`src/rtl/sio_fifo_pkg.sv`:
```
package sio_fifo_pkg;
  localparam int unsigned ADDR_W = 6;
  localparam int unsigned BUS_W  = 16;
  localparam int unsigned STS_W  = 11;
  localparam int unsigned IEN_W  = 9;

  localparam logic [ADDR_W-1:0] OFS_TXCHR = 6'h04;
  localparam logic [ADDR_W-1:0] OFS_RXCHR = 6'h08;
  localparam logic [ADDR_W-1:0] OFS_IEN   = 6'h10;
  localparam logic [ADDR_W-1:0] OFS_STS   = 6'h14;
  localparam logic [ADDR_W-1:0] OFS_IDLE  = 6'h1C;
  localparam logic [ADDR_W-1:0] OFS_TXFL  = 6'h20;
  localparam logic [ADDR_W-1:0] OFS_RXFL  = 6'h24;

  localparam int unsigned B_RXNE  = 0;
  localparam int unsigned B_TXE   = 1;
  localparam int unsigned B_TXHE  = 2;
  localparam int unsigned B_PERR  = 3;
  localparam int unsigned B_FERR  = 4;
  localparam int unsigned B_OVR   = 5;
  localparam int unsigned B_TXNE  = 6;
  localparam int unsigned B_IDLE  = 7;
  localparam int unsigned B_RXHF  = 8;
  localparam int unsigned B_TXF   = 9;
  localparam int unsigned B_NACK  = 10;
endpackage

```
`src/rtl/sio_fifo.sv`:
```
module sio_fifo #(
  parameter int unsigned WIDTH = 9,
  parameter int unsigned DEPTH = 16
) (
  input  logic                       clk,
  input  logic                       rst_n,
  input  logic                       flush,
  input  logic                       push,
  input  logic [WIDTH-1:0]           wdata,
  input  logic                       pop,
  output logic [WIDTH-1:0]           rdata,
  output logic [$clog2(DEPTH):0]     count,
  output logic                       empty,
  output logic                       full
);
  localparam int unsigned AW = $clog2(DEPTH);
  localparam int unsigned CW = AW + 1;
  localparam logic [AW-1:0] LAST = AW'(DEPTH - 1);

  logic [WIDTH-1:0] mem [DEPTH];
  logic [AW-1:0]    wr_q, wr_d, rd_q, rd_d;
  logic [CW-1:0]    cnt_q, cnt_d;
  logic             do_push, do_pop;

  assign empty = (cnt_q == '0);
  assign full  = (cnt_q == CW'(DEPTH));
  assign count = cnt_q;
  assign rdata = mem[rd_q];

  always_comb begin
    do_pop  = pop && !empty && !flush;
    do_push = push && (!full || do_pop) && !flush;
    wr_d  = wr_q;
    rd_d  = rd_q;
    cnt_d = cnt_q;
    if (flush) begin
      wr_d  = '0;
      rd_d  = '0;
      cnt_d = '0;
    end else begin
      if (do_push) wr_d = (wr_q == LAST) ? '0 : wr_q + 1'b1;
      if (do_pop)  rd_d = (rd_q == LAST) ? '0 : rd_q + 1'b1;
      if (do_push && !do_pop)      cnt_d = cnt_q + 1'b1;
      else if (do_pop && !do_push) cnt_d = cnt_q - 1'b1;
    end
  end

  always_ff @(posedge clk or negedge rst_n) begin
    if (!rst_n) begin
      wr_q  <= '0;
      rd_q  <= '0;
      cnt_q <= '0;
    end else begin
      wr_q  <= wr_d;
      rd_q  <= rd_d;
      cnt_q <= cnt_d;
    end
  end

  always_ff @(posedge clk) begin
    if (do_push) mem[wr_q] <= wdata;
  end

  a_r2_no_overflow: assert property (@(posedge clk) disable iff (!rst_n)
    cnt_q <= CW'(DEPTH));

  a_r2_full_drop: assert property (@(posedge clk) disable iff (!rst_n)
    full && push && !pop && !flush |=> cnt_q == CW'(DEPTH));

  a_r7_empty_pop: assert property (@(posedge clk) disable iff (!rst_n)
    empty && pop && !push |=> cnt_q == '0);
endmodule

```
`src/rtl/sio_rx_idle.sv`:
```
module sio_rx_idle #(
  parameter int unsigned TW = 8
) (
  input  logic          clk,
  input  logic          rst_n,
  input  logic          reload,
  input  logic          tick,
  input  logic          active,
  input  logic [TW-1:0] limit,
  input  logic          clear,
  output logic          expired
);
  logic [TW-1:0] cnt_q, cnt_d;
  logic          flag_q, flag_d;
  logic          step;

  always_comb begin
    step   = active && tick && !reload && (cnt_q != limit);
    cnt_d  = cnt_q;
    flag_d = flag_q;
    if (reload)    cnt_d = '0;
    else if (step) cnt_d = cnt_q + 1'b1;
    if (clear)
      flag_d = 1'b0;
    else if (step && (limit != '0) && (cnt_q + 1'b1 == limit))
      flag_d = 1'b1;
  end

  always_ff @(posedge clk or negedge rst_n) begin
    if (!rst_n) begin
      cnt_q  <= '0;
      flag_q <= 1'b0;
    end else begin
      cnt_q  <= cnt_d;
      flag_q <= flag_d;
    end
  end

  assign expired = flag_q;

  a_r8_set_on_tick: assert property (@(posedge clk) disable iff (!rst_n)
    $rose(flag_q) |-> $past(tick) && $past(active));

  a_r11_zero_off: assert property (@(posedge clk) disable iff (!rst_n)
    (limit == '0) && !flag_q |=> !flag_q);
endmodule

```
`src/rtl/sio_fifo_irq.sv`:
```
module sio_fifo_irq
  import sio_fifo_pkg::*;
#(
  parameter int unsigned DEPTH  = 16,
  parameter int unsigned TX_W   = 9,
  parameter int unsigned RX_W   = 10,
  parameter int unsigned IDLE_W = 8
) (
  input  logic              clk,
  input  logic              rst_n,
  input  logic              reg_wr,
  input  logic              reg_rd,
  input  logic [5:0]        reg_addr,
  input  logic [15:0]       reg_wdata,
  output logic [15:0]       reg_rdata,
  input  logic              tx_pop,
  output logic [TX_W-1:0]   tx_data,
  output logic              tx_avail,
  input  logic              rx_push,
  input  logic [RX_W-1:0]   rx_word,
  input  logic              rx_tick,
  output logic              irq
);
  localparam int unsigned CW   = $clog2(DEPTH) + 1;
  localparam logic [CW-1:0] HALF = CW'(DEPTH / 2);

  logic [CW-1:0]     tx_cnt, rx_cnt;
  logic              tx_empty, tx_full, rx_empty, rx_full;
  logic [RX_W-1:0]   rx_head;
  logic              wr_tx, rd_rx, tx_flush, rx_flush, rx_take, ovf_ev;
  logic              idle_flag;
  logic [IEN_W-1:0]  ien_q, ien_d;
  logic [IDLE_W-1:0] lim_q, lim_d;
  logic              ovr_q, ovr_d;
  logic [STS_W-1:0]  sts;

  assign wr_tx    = reg_wr && (reg_addr == OFS_TXCHR);
  assign rd_rx    = reg_rd && (reg_addr == OFS_RXCHR);
  assign tx_flush = reg_wr && (reg_addr == OFS_TXFL);
  assign rx_flush = reg_wr && (reg_addr == OFS_RXFL);
  assign rx_take  = rd_rx && !rx_empty;
  assign ovf_ev   = rx_push && rx_full && !rx_take && !rx_flush;

  sio_fifo #(.WIDTH(TX_W), .DEPTH(DEPTH)) u_txq (
    .clk(clk), .rst_n(rst_n), .flush(tx_flush),
    .push(wr_tx), .wdata(reg_wdata[TX_W-1:0]),
    .pop(tx_pop), .rdata(tx_data), .count(tx_cnt),
    .empty(tx_empty), .full(tx_full)
  );

  sio_fifo #(.WIDTH(RX_W), .DEPTH(DEPTH)) u_rxq (
    .clk(clk), .rst_n(rst_n), .flush(rx_flush),
    .push(rx_push), .wdata(rx_word),
    .pop(rd_rx), .rdata(rx_head), .count(rx_cnt),
    .empty(rx_empty), .full(rx_full)
  );

  sio_rx_idle #(.TW(IDLE_W)) u_idle (
    .clk(clk), .rst_n(rst_n), .reload(rx_push), .tick(rx_tick),
    .active(!rx_empty), .limit(lim_q),
    .clear(rx_take || rx_flush), .expired(idle_flag)
  );

  assign tx_avail = !tx_empty;

  always_comb begin
    sts         = '0;
    sts[B_RXNE] = !rx_empty;
    sts[B_TXE]  = tx_empty;
    sts[B_TXHE] = (tx_cnt <= HALF);
    sts[B_PERR] = !rx_empty && rx_head[8];
    sts[B_FERR] = !rx_empty && rx_head[9];
    sts[B_OVR]  = ovr_q;
    sts[B_TXNE] = !tx_empty;
    sts[B_IDLE] = idle_flag;
    sts[B_RXHF] = (rx_cnt >= HALF);
    sts[B_TXF]  = tx_full;
    sts[B_NACK] = 1'b0;
  end

  assign irq = |(sts[IEN_W-1:0] & ien_q);

  always_comb begin
    ien_d = ien_q;
    lim_d = lim_q;
    ovr_d = ovr_q;
    if (reg_wr && (reg_addr == OFS_IEN))  ien_d = reg_wdata[IEN_W-1:0];
    if (reg_wr && (reg_addr == OFS_IDLE)) lim_d = reg_wdata[IDLE_W-1:0];
    if (rx_flush)     ovr_d = 1'b0;
    else if (ovf_ev)  ovr_d = 1'b1;
    else if (rx_take) ovr_d = 1'b0;
  end

  always_ff @(posedge clk or negedge rst_n) begin
    if (!rst_n) begin
      ien_q <= '0;
      lim_q <= '0;
      ovr_q <= 1'b0;
    end else begin
      ien_q <= ien_d;
      lim_q <= lim_d;
      ovr_q <= ovr_d;
    end
  end

  always_comb begin
    reg_rdata = '0;
    case (reg_addr)
      OFS_RXCHR: reg_rdata = rx_empty ? '0 : BUS_W'(rx_head);
      OFS_IEN:   reg_rdata = BUS_W'(ien_q);
      OFS_STS:   reg_rdata = BUS_W'(sts);
      OFS_IDLE:  reg_rdata = BUS_W'(lim_q);
      default:   reg_rdata = '0;
    endcase
  end

  a_r6_ovr_clear: assert property (@(posedge clk) disable iff (!rst_n)
    rd_rx && !rx_empty |=> !ovr_q);

  a_r6_ovr_set: assert property (@(posedge clk) disable iff (!rst_n)
    rx_push && rx_full && !rd_rx && !reg_wr |=> ovr_q);

  a_r9_tx_flush: assert property (@(posedge clk) disable iff (!rst_n)
    tx_flush |=> tx_cnt == '0);

  a_r9_rx_flush: assert property (@(posedge clk) disable iff (!rst_n)
    rx_flush |=> (rx_cnt == '0) && !ovr_q && !idle_flag);

  a_r10_irq_off: assert property (@(posedge clk) disable iff (!rst_n)
    (ien_q == '0) |-> !irq);
endmodule

```
`config.mk`:
```
export PLATFORM = sky130hd
export DESIGN_NAME = sio_fifo_irq
export DESIGN_NICKNAME = d
export VERILOG_FILES = /design/src/rtl/sio_fifo_pkg.sv /design/src/rtl/sio_fifo.sv /design/src/rtl/sio_rx_idle.sv /design/src/rtl/sio_fifo_irq.sv
export SDC_FILE = /design/constraint.sdc
export NUM_CORES = 1
export LEC_CHECK = 0
export ABC_AREA = 1
export BUFFER_PORTS_ARGS = -buffer_cell sky130_fd_sc_hd__buf_2
export CORE_ASPECT_RATIO = 1.1
export CORE_MARGIN = 2
export CORE_UTILIZATION = 25
export CTS_CLUSTER_SIZE = 12
export DETAILED_ROUTE_END_ITERATION = 10
export HOLD_SLACK_MARGIN = 0.08
export PLACE_DENSITY_LB_ADDON = 0.3
export SYNTH_ARGS = -nofsm -noshare
export SYNTH_HDL_FRONTEND = slang
export SYNTH_SLANG_ARGS = --single-unit
```
`constraint.sdc`:
```
create_clock -name clk -period 4.3 [get_ports clk]
set_input_delay 0.215 -clock clk [delete_from_list [all_inputs] [get_ports clk]]
set_output_delay 0.215 -clock clk [all_outputs]
set_load 0.005 [all_outputs]
```
======== Word-level counts from Yosys, hierarchy flattened ========
Memories as Yosys holds them, arrays and structs flattened.
Index checks and enable logic that the tools add are counted.
cells by class
  $add $sub $neg .......................... 9
  order comparisons ....................... 2
  equal/unequal tests ..................... 15
  mux-type cells .......................... 31
  bitwise logic cells ..................... 1
  reductions and logical operators ........ 56
operator list
  cell                                                                count
  4-bit 2-to-1 mux                                                    12
  10-bit case mux with 4 select lines                                 1
  5-bit 2-to-1 mux                                                    6
  1-bit logical AND                                                   28
  6-bit by 5-bit == test with 1-bit output, second input constant     3
  4-bit by 1-bit adder with 4-bit output, second input constant       4
  4-bit == test, second input constant                                4
  8-bit 2-to-1 mux                                                    2
  6-bit == test, second input constant                                2
  1-bit logical NOT                                                   12
  2-bit nonzero test                                                  6
  5-bit by 1-bit adder with 5-bit output, second input constant       2
  5-bit == test, second input constant                                2
  5-bit logical NOT                                                   2
  10-bit 2-to-1 mux                                                   1
  5-bit by 1-bit subtractor with 5-bit output, second input constant  2
  9-bit AND                                                           1
  1-bit 2-to-1 mux                                                    9
  3-bit nonzero test                                                  3
  9-bit OR reduction                                                  1
  8-bit by 1-bit adder with 8-bit output, second input constant       1
  8-bit == test                                                       1
  8-bit != test                                                       1
  8-bit nonzero test                                                  1
  other kinds (5)                                                     7
storage, ports and cells
  flip-flop bits (word level) ............. 53
  RAM bits ................................ 304
  input port bits ......................... 39
  word-level logic and storage cells ...... 127
  memories kept ........................... 2
memories
  name       depth  width  read ports  clocked after memory_dff  write ports  line            text
  u_rxq.mem  16     10     1           0                         1            sio_fifo.sv:20  logic [WIDTH-1:0] mem [DEPTH];
  u_txq.mem  16     9      1           0                         1            sio_fifo.sv:20

======== Depth between registers and ports, before layout ========
Gate-level depths: netlist of run 1.
  depth in word-level cells ............... 12
  depth in mapped cells ................... 14
  gate-level depth less buffers ........... 14

======== Hierarchy ========
From an unflattened synthesis of run 1, not the netlist that was laid out.
second synthesis, totals
  cell total of the unflattened synthesis .. 1,463
  area total of the unflattened synthesis .. 16,128.0 um^2
modules (own cells, without submodules)
  module             times used  cells each  area each (um^2)
  sio_fifo at u_rxq  1           585         7,328.3
  sio_fifo at u_txq  1           541         6,677.7
  sio_fifo_irq       1           203         1,321.3
  sio_rx_idle        1           134         800.8

======== Worst setup path before layout of run 1 ========
No wires, ideal clock.
  path kind ............................... register -> register
  from .................................... register u_txq.cnt_q[1], in the netlist u_txq.count[1]
  to ...................................... register u_txq.cnt_q[4], in the netlist u_txq.count[4]
  library setup time ...................... 0.117 ns
  data arrival time ....................... 2.070 ns
  path slack .............................. 2.114 ns
  stages on the path, launching flop included .. 12
  period minus slack after synthesis ...... 2.186 ns
  cells stage by stage .................... dfrtp_1 > nor2_2 > nand3_2 > nand2_4 > nand4_1 > fa_1 > nand3_1 > nand2_1 > xor2_1 > xor2_1 > nand2_1 > nand2_1
on the way
  cells in the longest elaborated chain, start to end .. 10
  elaborated cells between the ends (all ways) .. 19
  those cells by class .................... 2 x add/sub; 1 x eq/ne; 3 x mux; 13 x reduce/logical
RTL lines
  item                                                    line                            text
  start: declaration                                      sio_fifo.sv:22                  logic [CW-1:0] cnt_q, cnt_d;
  start signal: assignment                                sio_fifo.sv:56                  cnt_q <= cnt_d;
  5-bit logical NOT (*)                                   sio_fifo.sv:25                  assign empty = (cnt_q == '0);
  1-bit logical NOT (*)                                   n/a
  named net tx_avail                                      sio_fifo_irq.sv:18              output logic tx_avail,
  1-bit logical AND (*) (2 in series)                     sio_fifo.sv:31                  do_pop = pop && !empty && !flush;
  1-bit logical OR                                        sio_fifo.sv:32                  do_push = push && (!full || do_pop) && !flush;
  1-bit logical AND (2 in series)                         sio_fifo.sv:32
  1-bit logical AND or 1-bit logical NOT (tied branches)  sio_fifo.sv:43, sio_fifo.sv:44
  5-bit 2-to-1 mux or 1-bit logical AND (tied branches)   sio_fifo.sv:43, sio_fifo.sv:44
  5-bit 2-to-1 mux or 3-bit nonzero test (tied branches)  n/a
The timed path passes the listed nets; every way through them passes the cells marked *. The select of a mux whose other input is x is not followed.
A chain may end at the register's enable or synchronous reset.

======== Worst setup path in the final report of run 1 ========
  from .................................... register u_rxq.rd_q[2]
  to ...................................... output reg_rdata[9]
on the way
  cells in the longest elaborated chain, start to end .. 3
RTL lines
  item                                 line                 text
  start: declaration                   sio_fifo.sv:21       logic [AW-1:0] wr_q, wr_d, rd_q, rd_d;
  start signal: assignment             sio_fifo.sv:55       rd_q <= rd_d;
  memory 16 x 10 bit                   n/a
  10-bit 2-to-1 mux                    sio_fifo_irq.sv:109  OFS_RXCHR: reg_rdata = rx_empty ? '0 : BUS_W'(rx_head);
  10-bit case mux with 4 select lines  sio_fifo_irq.sv:108  case (reg_addr)
  end: declaration                     sio_fifo_irq.sv:15   output logic [15:0] reg_rdata,
No other way between the ends.

==> results of run 1 <==
## path summary, 6_finish.rpt
path | startpoint | to | slack (ps) | cells after the start
worst min-delay path | reg_wdata[4] | u_txq.mem[1][4] | 110 | 1
worst max-delay path | u_rxq.rd_q[2] | reg_rdata[9] | 980 | 10
min in group asynchronous | rst_n | ovr_q | 170 | 2
worst max register to register | u_txq.count[0] | u_txq.mem[11][1] | 1590 | 10
max in group asynchronous | rst_n | u_txq.rd_q[0] | 3250 | 3
worst min register to register | ien_q[7] | ien_q[7] | 530 | 2
## metal layers
metal,wire length (um),up-vias
li1,-,5067
met1,18700,5099
met2,18900,274
met3,2280,59
met4,788,2
met5,13,-
## cell families (layout without fill, tap and decap cells)
group,Yosys count,after routing,synth area share [%]
other,1,6,0.0240
multiplexers,2,2,0.136
AND/OR/NAND/NOR,586,586,16.2
XOR/XNOR,19,19,1.07
flip-flops,357,357,67.0
AO/OA/AOI/OAI,277,277,9.96
adder cells (fa/ha/maj),20,20,1.70
buffers and inverters,143,237,3.92
## worst max-delay path: cells and delay by family (launching register included)
kind                   cells  cell delay, ps
AND/OR/NAND/NOR            6            1000
flip-flops                 1             640
buffers and inverters      2             620
AO/OA/AOI/OAI              2             280
## power groups by stage
stage               Sequential [mW]  Clock, mW  Combinational, mW
floorplan                      4.26          0               2.01
global placement               4.38          0               2.90
detailed placement             4.39          0               2.93
CTS                            4.32       3.49               2.95
global route                   4.36       3.63               3.29
finish                         4.32       3.41               2.92
## layout by cell type (no fill, tap or decap), types with 43 or more instances in the layout
cell / Yosys / layout
nor2_1: 141 / 141
dfrtp_1: 53 / 51
o21ai_0: 133 / 133
nand3_1: 81 / 81
clkbuf_16: 0 / 43
inv_1: 73 / 72
buf_2: 28 / 52
a21oi_1: 54 / 54
nand2_1: 317 / 317
edfxtp_1: 304 / 304
## cell type report
cell class                      instances  area, um^2  share of cell area, %
Clock inverter                         13         145                  0.797
Inverter                               82         310                   1.70
Multi-Input combinational cell        910        4560                   25.1
Sequential cell                       357       10500                   57.5
Tap cell                              833        1040                   5.73
Clock buffer                           60        1150                   6.32
Timing Repair Buffer                   82         533                   2.93
## state kept, by name, indices dropped and copies added, names as in the netlist, 5 cells and up
signal and flops:
u_rxq.mem 160, ien_q 9, u_rxq.count 5, u_txq.count 5, u_idle.cnt_q 8, lim_q 8, u_txq.mem 144
## stage by stage
stage | instances | util [%]
global route | 2337 | 29.3
floorplan | 1410 | -
global placement | 2250 | 27.0
CTS | 2337 | 29.3
finish | 2337 | 29.3
detailed placement | 2250 | 27.0
## what timing repair did
item,4_1_cts,5_1_grt
endpoints found under the hold margin,197,0
hold buffers,14,0
endpoints found under the setup margin,0,0
==> flow_summary.json, run 1 <==
{
  "hold_viol": 0,
  "clkLatencyLatePin_ps": 560,
  "pwr-share-comb_pct": 27.4,
  "p_clk_share_pct": 32.0,
  "slew_viol_final": 0,
  "fp-row-count": 96,
  "totalWireLength_mm": 40.7,
  "design_area_mm2": 0.0182,
  "hpwl_mm": 26.2,
  "drtIter0Drc": 801,
  "grt.overflow.total": 0,
  "slowest_stage": "dfrtp_1",
  "status": "finished, final reports clean",
  "skew_ps": 11.3,
  "setup_slack_ps": 984,
  "postCtsResizedCells": 0,
  "pre_cts_ws_ps": 1500,
  "setup_viol": 0,
  "internal-power_mw": 7.00,
  "ys.flop_type": "edfxtp_1",
  "crit_path_end_kind": "primary output",
  "die_w_um": 242,
  "swShare_pct": 34.3,
  "globalRouteMet1Util_pct": 17.5,
  "yosysTopAreaCell": "edfxtp_1",
  "synthCells": 1405,
  "required_ps": 4090,
  "dr.pass1.iters": 5,
  "start_util_pct": 25.1,
  "yosys-top-cells-area": "edfxtp_1, dfrtp_1, nand2_1, o21ai_0, nor2_1",
  "ys_async_sr_fraction_pct": 14.8,
  "grt_most_used_layer": "met2",
  "critical_path.cell_chain": "nand2_1 -> inv_1 -> nand3_1 -> nand2_1 -> a21oi_1 -> nand2_1 -> nand2_1 -> nand2_1 -> o21ai_0 -> buf_2",
  "p_total_mw": 10.6,
  "fmax_mhz": 302,
  "antenna_found_initial": 1,
  "synth.top_cells.by_count": "nand2_1, edfxtp_1, nor2_1",
  "cts-root-buf": "clkbuf_16",
  "vias": 10500,
  "syn_avg_cell_area_um2": 11.1,
  "syn_area_mm2": 0.0156,
  "diodes": 0,
  "drc_errors": 0,
  "port_buffers": 52,
  "viasPerCell": 4.49,
  "min_period_over_period_pct": 77.1,
  "grt_usage_pct": 12.7,
  "ys_ff_latch": 357,
  "cap_violations": 0,
  "clk_pin_slew_worst_paths_ps": 60,
  "seqPwrFrac_pct": 40.6,
  "grt_use_met3_pct": 2.00,
  "met2_usage_pct": 20.7,
  "die_area_mm2": 0.0645,
  "drive_above_1_share_pct": 11.2,
  "slowest_delay_ps": 640,
  "arrival_ps": 3100,
  "cts_buffer_depth": 3,
  "clock-sinks": 357,
  "tightestPinTransition_ps": 1080,
  "leakage_nw": 6.67,
  "grt_pass1_vias": 10400,
  "numCtsBuffers": 41,
  "cp_common_cell": "nand2_1",
  "die_h_um": 266,
  "synth_top_area_share_pct": 58.5,
  "coreArea_mm2": 0.0621,
  "fillers": 6462,
  "cts_tree": "built",
  "ys.warnings.count": 0,
  "cts_setup_buffers": 0,
  "ys_types": 47,
  "max_slew_margin_pct": 27.8,
  "ios": 66,
  "ys_seq_area_share_pct": 67.0,
  "crit_path_start_kind": "flop",
  "holdWs_ps": 113,
  "hold_path.class": "input port to flop",
  "grt_max_degree": 86,
  "synth-edff-count": 304,
  "wl_per_cell_um": 17.4,
  "htreeDepth": 2,
  "antenna_left": 0,
  "grt_pass1_wl_mm": 63.0,
  "fin_setup_tns_ps": 0,
  "p_sw_mw": 3.65,
  "powerDensity_mw_per_mm2": 585,
  "final_nets": 1533,
  "yosysMostFrequentCell": "nand2_1",
  "post-route-min-period_ps": 3320,
  "placed_area_mm2": 0.0168,
  "path_max_fanout": 14,
  "critPathKind": "flop to primary output",
  "syn2layout_area_growth_pct": 16.6,
  "peakVddDrop_mv": 0.406,
  "grt_setup_unrepaired": "false",
  "gp_congestion": 0.784
}
(Power assumes the default switching activity.)
==> run 2: changes to the inputs <==
--- a/config.mk
+++ b/config.mk
@@ -5,7 +5,7 @@
 export SDC_FILE = /design/constraint.sdc
 export NUM_CORES = 1
 export LEC_CHECK = 0
-export ABC_AREA = 1
+export ABC_AREA = 0
 export BUFFER_PORTS_ARGS = -buffer_cell sky130_fd_sc_hd__buf_2
 export CORE_ASPECT_RATIO = 1.1
 export CORE_MARGIN = 2
==> constraint.sdc (replaced) <==
create_clock -name clk -period 3.09 [get_ports clk]
set_input_delay 0.1545 -clock clk [delete_from_list [all_inputs] [get_ports clk]]
set_output_delay 0.1545 -clock clk [all_outputs]
set_load 0.005 [all_outputs]
==> run 2 against run 1 <==
Compared with the run above: die area fell by 1.9%; sequential share of layout area fell by 0.61 points; via count fell by 17%; register-to-register slack got worse by 1500 ps; clock power rose by 26%; largest power group unchanged; routed wire length fell by 8.5%; combinational power rose by 13%; global-route usage fell by 0.91 points; highest routed layer is now met4.
==> flow_summary.json, run 2 <==
{
  "status": "finished, final reports clean",
  "hpwl_mm": 24.7,
  "yosysMostFrequentCell": "edfxtp_1",
  "die_w_um": 240,
  "cts-root-buf": "clkbuf_16",
  "syn_area_mm2": 0.0153,
  "instances_no_fill": 1940,
  "synth-edff-count": 304,
  "skew_ps": 9.25,
  "cap_violations": 0,
  "pwr-share-comb_pct": 24.4,
  "arrival_ps": 2830,
  "hold_viol": 0,
  "yosys-top-cells-area": "edfxtp_1, dfrtp_1, mux4_2, mux2i_1, mux2_2",
  "dp_cells": 1847,
  "synth.top_cells.by_count": "edfxtp_1, dfrtp_1, nand2_1",
  "totalWireLength_mm": 37.2,
  "cts_tree": "built",
  "start_util_pct": 25.2,
  "syn_avg_cell_area_um2": 16.2,
  "tightestPinTransition_ps": 886,
  "leakage_nw": 6.35,
  "gp_congestion": 0.749,
  "p_sw_mw": 3.93,
  "placed_area_mm2": 0.0169,
  "crit_path_end_kind": "primary output",
  "design_area_mm2": 0.0184,
  "ys_async_sr_fraction_pct": 14.8,
  "worst-path-buf-inv": 2,
  "viasPerCell": 4.47,
  "seqPwrFrac_pct": 44.0,
  "dr.pass1.iters": 7,
  "setup_viol": 0,
  "max_slew_margin_pct": 41.0,
  "clk_pin_slew_worst_paths_ps": 60,
  "yosysTopAreaCell": "edfxtp_1",
  "top_regs": "u_rxq.mem: 160 flops, u_txq.mem: 144 flops, ien_q: 9 flops",
  "grt_usage_pct": 11.8,
  "coreArea_mm2": 0.0609,
  "hold_path.class": "input port to flop",
  "internal-power_mw": 9.63,
  "ios": 66,
  "slowest_stage": "mux4_2",
  "clkLatencyLatePin_ps": 530,
  "htreeDepth": 2,
  "cp_common_cell": "mux4_2",
  "ys_seq_area_share_pct": 68.3,
  "crit_path_start_kind": "flop",
  "p_clk_share_pct": 31.7,
  "crit_family": "multiplexers",
  "final_common_cell": "edfxtp_1",
  "path_max_fanout": 11,
  "grt_pass1_wl_mm": 56.2,
  "die_h_um": 264,
  "grt_pass1_vias": 8965,
  "critPathKind": "flop to primary output",
  "die_area_mm2": 0.0632,
  "required_ps": 2940,
  "swShare_pct": 29.0,
  "numCtsBuffers": 39,
  "fmax_mhz": 335,
  "post-route-min-period_ps": 2990,
  "vias": 8679,
  "top_register": "u_rxq.mem",
  "grt_setup_unrepaired": "true",
  "fin_setup_tns_ps": 0,
  "synthCells": 943,
  "antenna_left": 0,
  "min_period_over_period_pct": 96.6,
  "antenna_found_initial": 1,
  "ys_ff_latch": 357,
  "ys.warnings.count": 0,
  "mostFrequentLayoutCells": "edfxtp_1, buf_4, nand2_1, buf_2",
  "final_nets": 1150,
  "ys_types": 66,
  "critical_path.cell_chain": "buf_12 -> mux4_2 -> mux4_2 -> a222oi_1 -> nand2b_1 -> buf_2",
  "grt.overflow.total": 0,
  "slowest_delay_ps": 540,
  "powerDensity_mw_per_mm2": 737,
  "ys.flop_type": "edfxtp_1",
  "drtIter0Drc": 535,
  "clock-sinks": 357,
  "synth_top_area_share_pct": 59.6,
  "drive_above_1_share_pct": 26.2,
  "grt_max_degree": 39,
  "syn2layout_area_growth_pct": 20.2,
  "drc_errors": 0,
  "port_buffers": 52,
  "slew_viol_final": 0,
  "peakVddDrop_mv": 0.472,
  "cts_buffer_depth": 3,
  "wl_per_cell_um": 19.2,
  "fp-row-count": 95,
  "largest_reg_flops": 160
}
## run 2: cell types whose count changed in the layout (fill, tap and decap cells not counted), moves of 51 or more
cell	previous run	this run
nand3_1	81	9
buf_4	15	80
mux4_2	0	51
inv_1	72	11
nor2_1	141	37
nand2_1	317	52
o21ai_0	133	37
## run 2: cell type report
type | instances | area (um^2)
Clock inverter | 11 | 87.6
Fill cell | 6071 | 42500
Sequential cell | 357 | 10500
Clock buffer | 53 | 1060
Tap cell | 824 | 1030
Antenna cell | 2 | 5.00
Multi-Input combinational cell | 531 | 4630
Inverter | 11 | 41.3
Timing Repair Buffer | 151 | 1090
## run 2: power by group through the flow
stage,Clock [mW],Sequential [mW],Combinational [mW]
6_report,4.30,5.96,3.31
5_1_grt,4.60,6.01,3.66
4_1_cts,4.42,6.01,3.25
3_5_place_dp,0,6.14,3.13
3_3_place_gp,0,6.13,3.11
2_1_floorplan,0,5.89,2.14
## run 2: worst paths after layout
path | startpoint | to | slack (ps) | depth (start not counted)
worst max-delay path | u_rxq.rd_q[0] | reg_rdata[4] | 100 | 6
worst max register to register | u_rxq.count[1] | u_rxq.count[4] | 120 | 12
max in group asynchronous | rst_n | u_idle.cnt_q[3] | 2000 | 3
worst min-delay path | reg_wdata[1] | u_txq.mem[14][1] | 90 | 1
worst min register to register | ien_q[3] | ien_q[3] | 540 | 1
min in group asynchronous | rst_n | u_rxq.count[0] | 290 | 2
## run 2: kinds of logic after synthesis
logic type / synth area share, %
xor gates and xnor gates: 1.72
buffers and inverters: 1.81
AOI/OAI and AO/OA: 6.51
other: 0.0245
DFF: 68.3
and+or+nand+nor: 6.55
adders and majority gates: 1.73
muxes: 13.4
## run 2: what timing repair did
item / 4_1_cts / 5_1_grt
buffers inserted: 5 / 7
pin swaps: 0 / 2
endpoints found under the setup margin: 8 / 6
hold endpoints to repair: 237 / 0
resized for setup: 1 / 7
hold buffers: 15 / 0
gates cloned: 0 / 0
## run 2: per-stage QoR
step	setup WS [ps]	power [mW]	util, %	hold WS, ps
after detailed placement	-36.1	9.27	27.8	340
final	104	13.6	30.2	93.0
after CTS	25.0	13.7	30.1	83.9
after global placement	6.48	9.24	27.8	325
after floorplan	43.4	8.03	-	-141
after global routing	-37.1	14.3	30.2	106
## run 2: routing by layer
layer	global-route usage (%)	vias up	part of all wire [%]
met5	0	-	0
met4	2.99	0	2.0
met3	2.02	51	4.7
met2	19.7	191	49
met1	15.8	4427	44
li1	-	4010	-
==> run 3: changes to the inputs <==
--- a/config.mk
+++ b/config.mk
@@ -5,7 +5,6 @@
 export SDC_FILE = /design/constraint.sdc
 export NUM_CORES = 1
 export LEC_CHECK = 0
-export ABC_AREA = 0
 export BUFFER_PORTS_ARGS = -buffer_cell sky130_fd_sc_hd__buf_2
 export CORE_ASPECT_RATIO = 1.1
 export CORE_MARGIN = 2
@@ -14,6 +13,7 @@
 export DETAILED_ROUTE_END_ITERATION = 10
 export HOLD_SLACK_MARGIN = 0.08
 export PLACE_DENSITY_LB_ADDON = 0.3
+export RECOVER_POWER = 50
 export SYNTH_ARGS = -nofsm -noshare
 export SYNTH_HDL_FRONTEND = slang
 export SYNTH_SLANG_ARGS = --single-unit
==> run 3 against run 2 <==
Compared with the run above: the run now ends with max-capacitance violations, max-slew violations left; power hardly changed; largest cell class unchanged; count of clock-buffer cells in the layout stayed put; critical endpoint unchanged; clock power hardly changed; via count is 0.16% lower; cell count stayed put; highest routed layer unchanged; cell area is 0.19% lower; maximum frequency hardly changed; setup slack hardly changed; combinational power hardly changed; die area stayed put; sequential share of layout area is 0.11 points higher.
==> flow_summary.json, run 3 (synthesized netlist as in run 2, its figures left out) <==
{
  "status": "complete, but fails checks",
  "violations": "max-capacitance violations, max-slew violations",
  "grt_setup_unrepaired": "true",
  "largest_reg_flops": 160,
  "setup_viol": 0,
  "max_slew_margin_pct": -41.2,
  "fp-row-count": 95,
  "drive_above_1_share_pct": 24.2,
  "grt_pass1_vias": 8965,
  "htreeDepth": 2,
  "top_register": "u_rxq.mem",
  "wl_per_cell_um": 19.2,
  "multi_input_area_mm2": 0.00463,
  "skew_ps": 9.22,
  "hold_viol": 0,
  "leakage_nw": 6.28,
  "start_util_pct": 25.2,
  "min_period_over_period_pct": 96.7,
  "seqCellArea_mm2": 0.0105,
  "gp_congestion": 0.749,
  "viasPerCell": 4.47,
  "tightestPinTransition_ps": 2120,
  "clkLatencyLatePin_ps": 530,
  "slew_viol_final": 38,
  "dr.pass1.iters": 6,
  "top_regs": "u_rxq.mem: 160 flops, u_txq.mem: 144 flops, ien_q: 9 flops",
  "die_w_um": 240,
  "clk_pin_slew_worst_paths_ps": 60,
  "placed_area_mm2": 0.0169,
  "met2_usage_pct": 19.7,
  "cts-root-buf": "clkbuf_16",
  "final_common_cell": "edfxtp_1",
  "dp_cells": 1847,
  "crit_path_start_kind": "flop",
  "numCtsBuffers": 39,
  "grt_max_degree": 39,
  "antenna_left": 0,
  "fmax_mhz": 335,
  "cap_violations": 1,
  "grt_most_used_layer": "met2",
  "grt_pass1_wl_mm": 56.2,
  "vias": 8665,
  "critPathKind": "flop to primary output",
  "powerDensity_mw_per_mm2": 738,
  "port_buffers": 52,
  "grt.overflow.total": 0,
  "coreArea_mm2": 0.0609,
  "globalRouteMet1Util_pct": 15.8,
  "instances_no_fill": 1940,
  "path_max_fanout": 11,
  "peakVddDrop_mv": 0.473,
  "design_area_mm2": 0.0184,
  "drc_errors": 0,
  "final_nets": 1150,
  "clock-sinks": 357,
  "grt_usage_pct": 11.8,
  "die_h_um": 264,
  "utilization_pct": 30.2,
  "p_total_mw": 13.6,
  "antenna_found_initial": 1,
  "syn2layout_area_growth_pct": 20.0,
  "die_area_mm2": 0.0632,
  "mostFrequentLayoutCells": "edfxtp_1, buf_4, nand2_1",
  "hold_path.class": "input port to flop",
  "drtIter0Drc": 537,
  "required_ps": 2940,
  "crit_path_end_kind": "primary output",
  "ios": 66,
  "post-route-min-period_ps": 2990,
  "arrival_ps": 2830,
  "fillers": 6078,
  "hpwl_mm": 24.7,
  "cts_buffer_depth": 3,
  "totalWireLength_mm": 37.2,
  "cts_tree": "built",
  "grt_use_met3_pct": 2.02
}
run 3: cell count changes in the layout (fill, tap and decap cells not counted):
cell / previous run / this run
clkbuf_1: 11 / 33
buf_2: 52 / 32
buf_4: 80 / 77
clkbuf_2: 0 / 1
run 3: area by class of cell:
cell class,instances,share of cell area (%)
clock buffer,53,5.76
clock inverter,11,0.477
multi-input combinational,531,25.2
tap,824,5.61
antenna,2,0.0272
timing repair buffer,151,5.72
sequential,357,57.0
inverter,11,0.225
run 3: metrics by stage:
step / setup TNS (ps) / hold WS [ps] / setup slack, ps
finish: 0 / 181 / 103
global route: -37.1 / 182 / -37.1
CTS: 0 / 83.9 / 25.0
detailed placement: -36.4 / 340 / -36.1
global placement: 0 / 325 / 6.48
floorplan: 0 / -141 / 43.4
run 3: worst max-delay path: stages (launching register included):
cell and delay, ps:
dfrtp_4 430, buf_12 160, mux4_2 540, mux4_2 500, a222oi_1 250, nand2b_1 220, buf_2 190
run 3: final timing paths:
kind,depth (start not counted),startpoint,slack (ps),to
min reg2reg,1,ien_q[3],540,ien_q[3]
min in group asynchronous,2,rst_n,780,u_rxq.count[0]
min,3,rx_push,180,u_idle.cnt_q[4]
max in group asynchronous,2,rst_n,780,u_txq.rd_q[0]
max,6,u_rxq.rd_q[0],100,reg_rdata[4]
max reg2reg,12,u_rxq.count[1],120,u_rxq.count[4]
run 3: metal layers:
| layer | wire [um] | vias up |
|---|---|---|
| li1 | - | 4007 |
| met1 | 16600 | 4414 |
| met2 | 18100 | 192 |
| met3 | 1760 | 52 |
| met4 | 780 | 0 |
| met5 | 0 | - |
run 3: repair_timing:
item | 4_1_cts | 5_1_grt
pin swaps | 0 | 2
hold endpoints to repair | 237 | 0
setup endpoints to repair | 8 | 6
cloned | 0 | 0
gates resized for setup | 1 | 7
buffers inserted | 5 | 7
hold buffers | 15 | 0
run 3: power by group:
group / switching (mW) / internal [mW]
Combinational: 1.76 / 1.54
Clock: 1.83 / 2.47
Sequential: 0.345 / 5.62
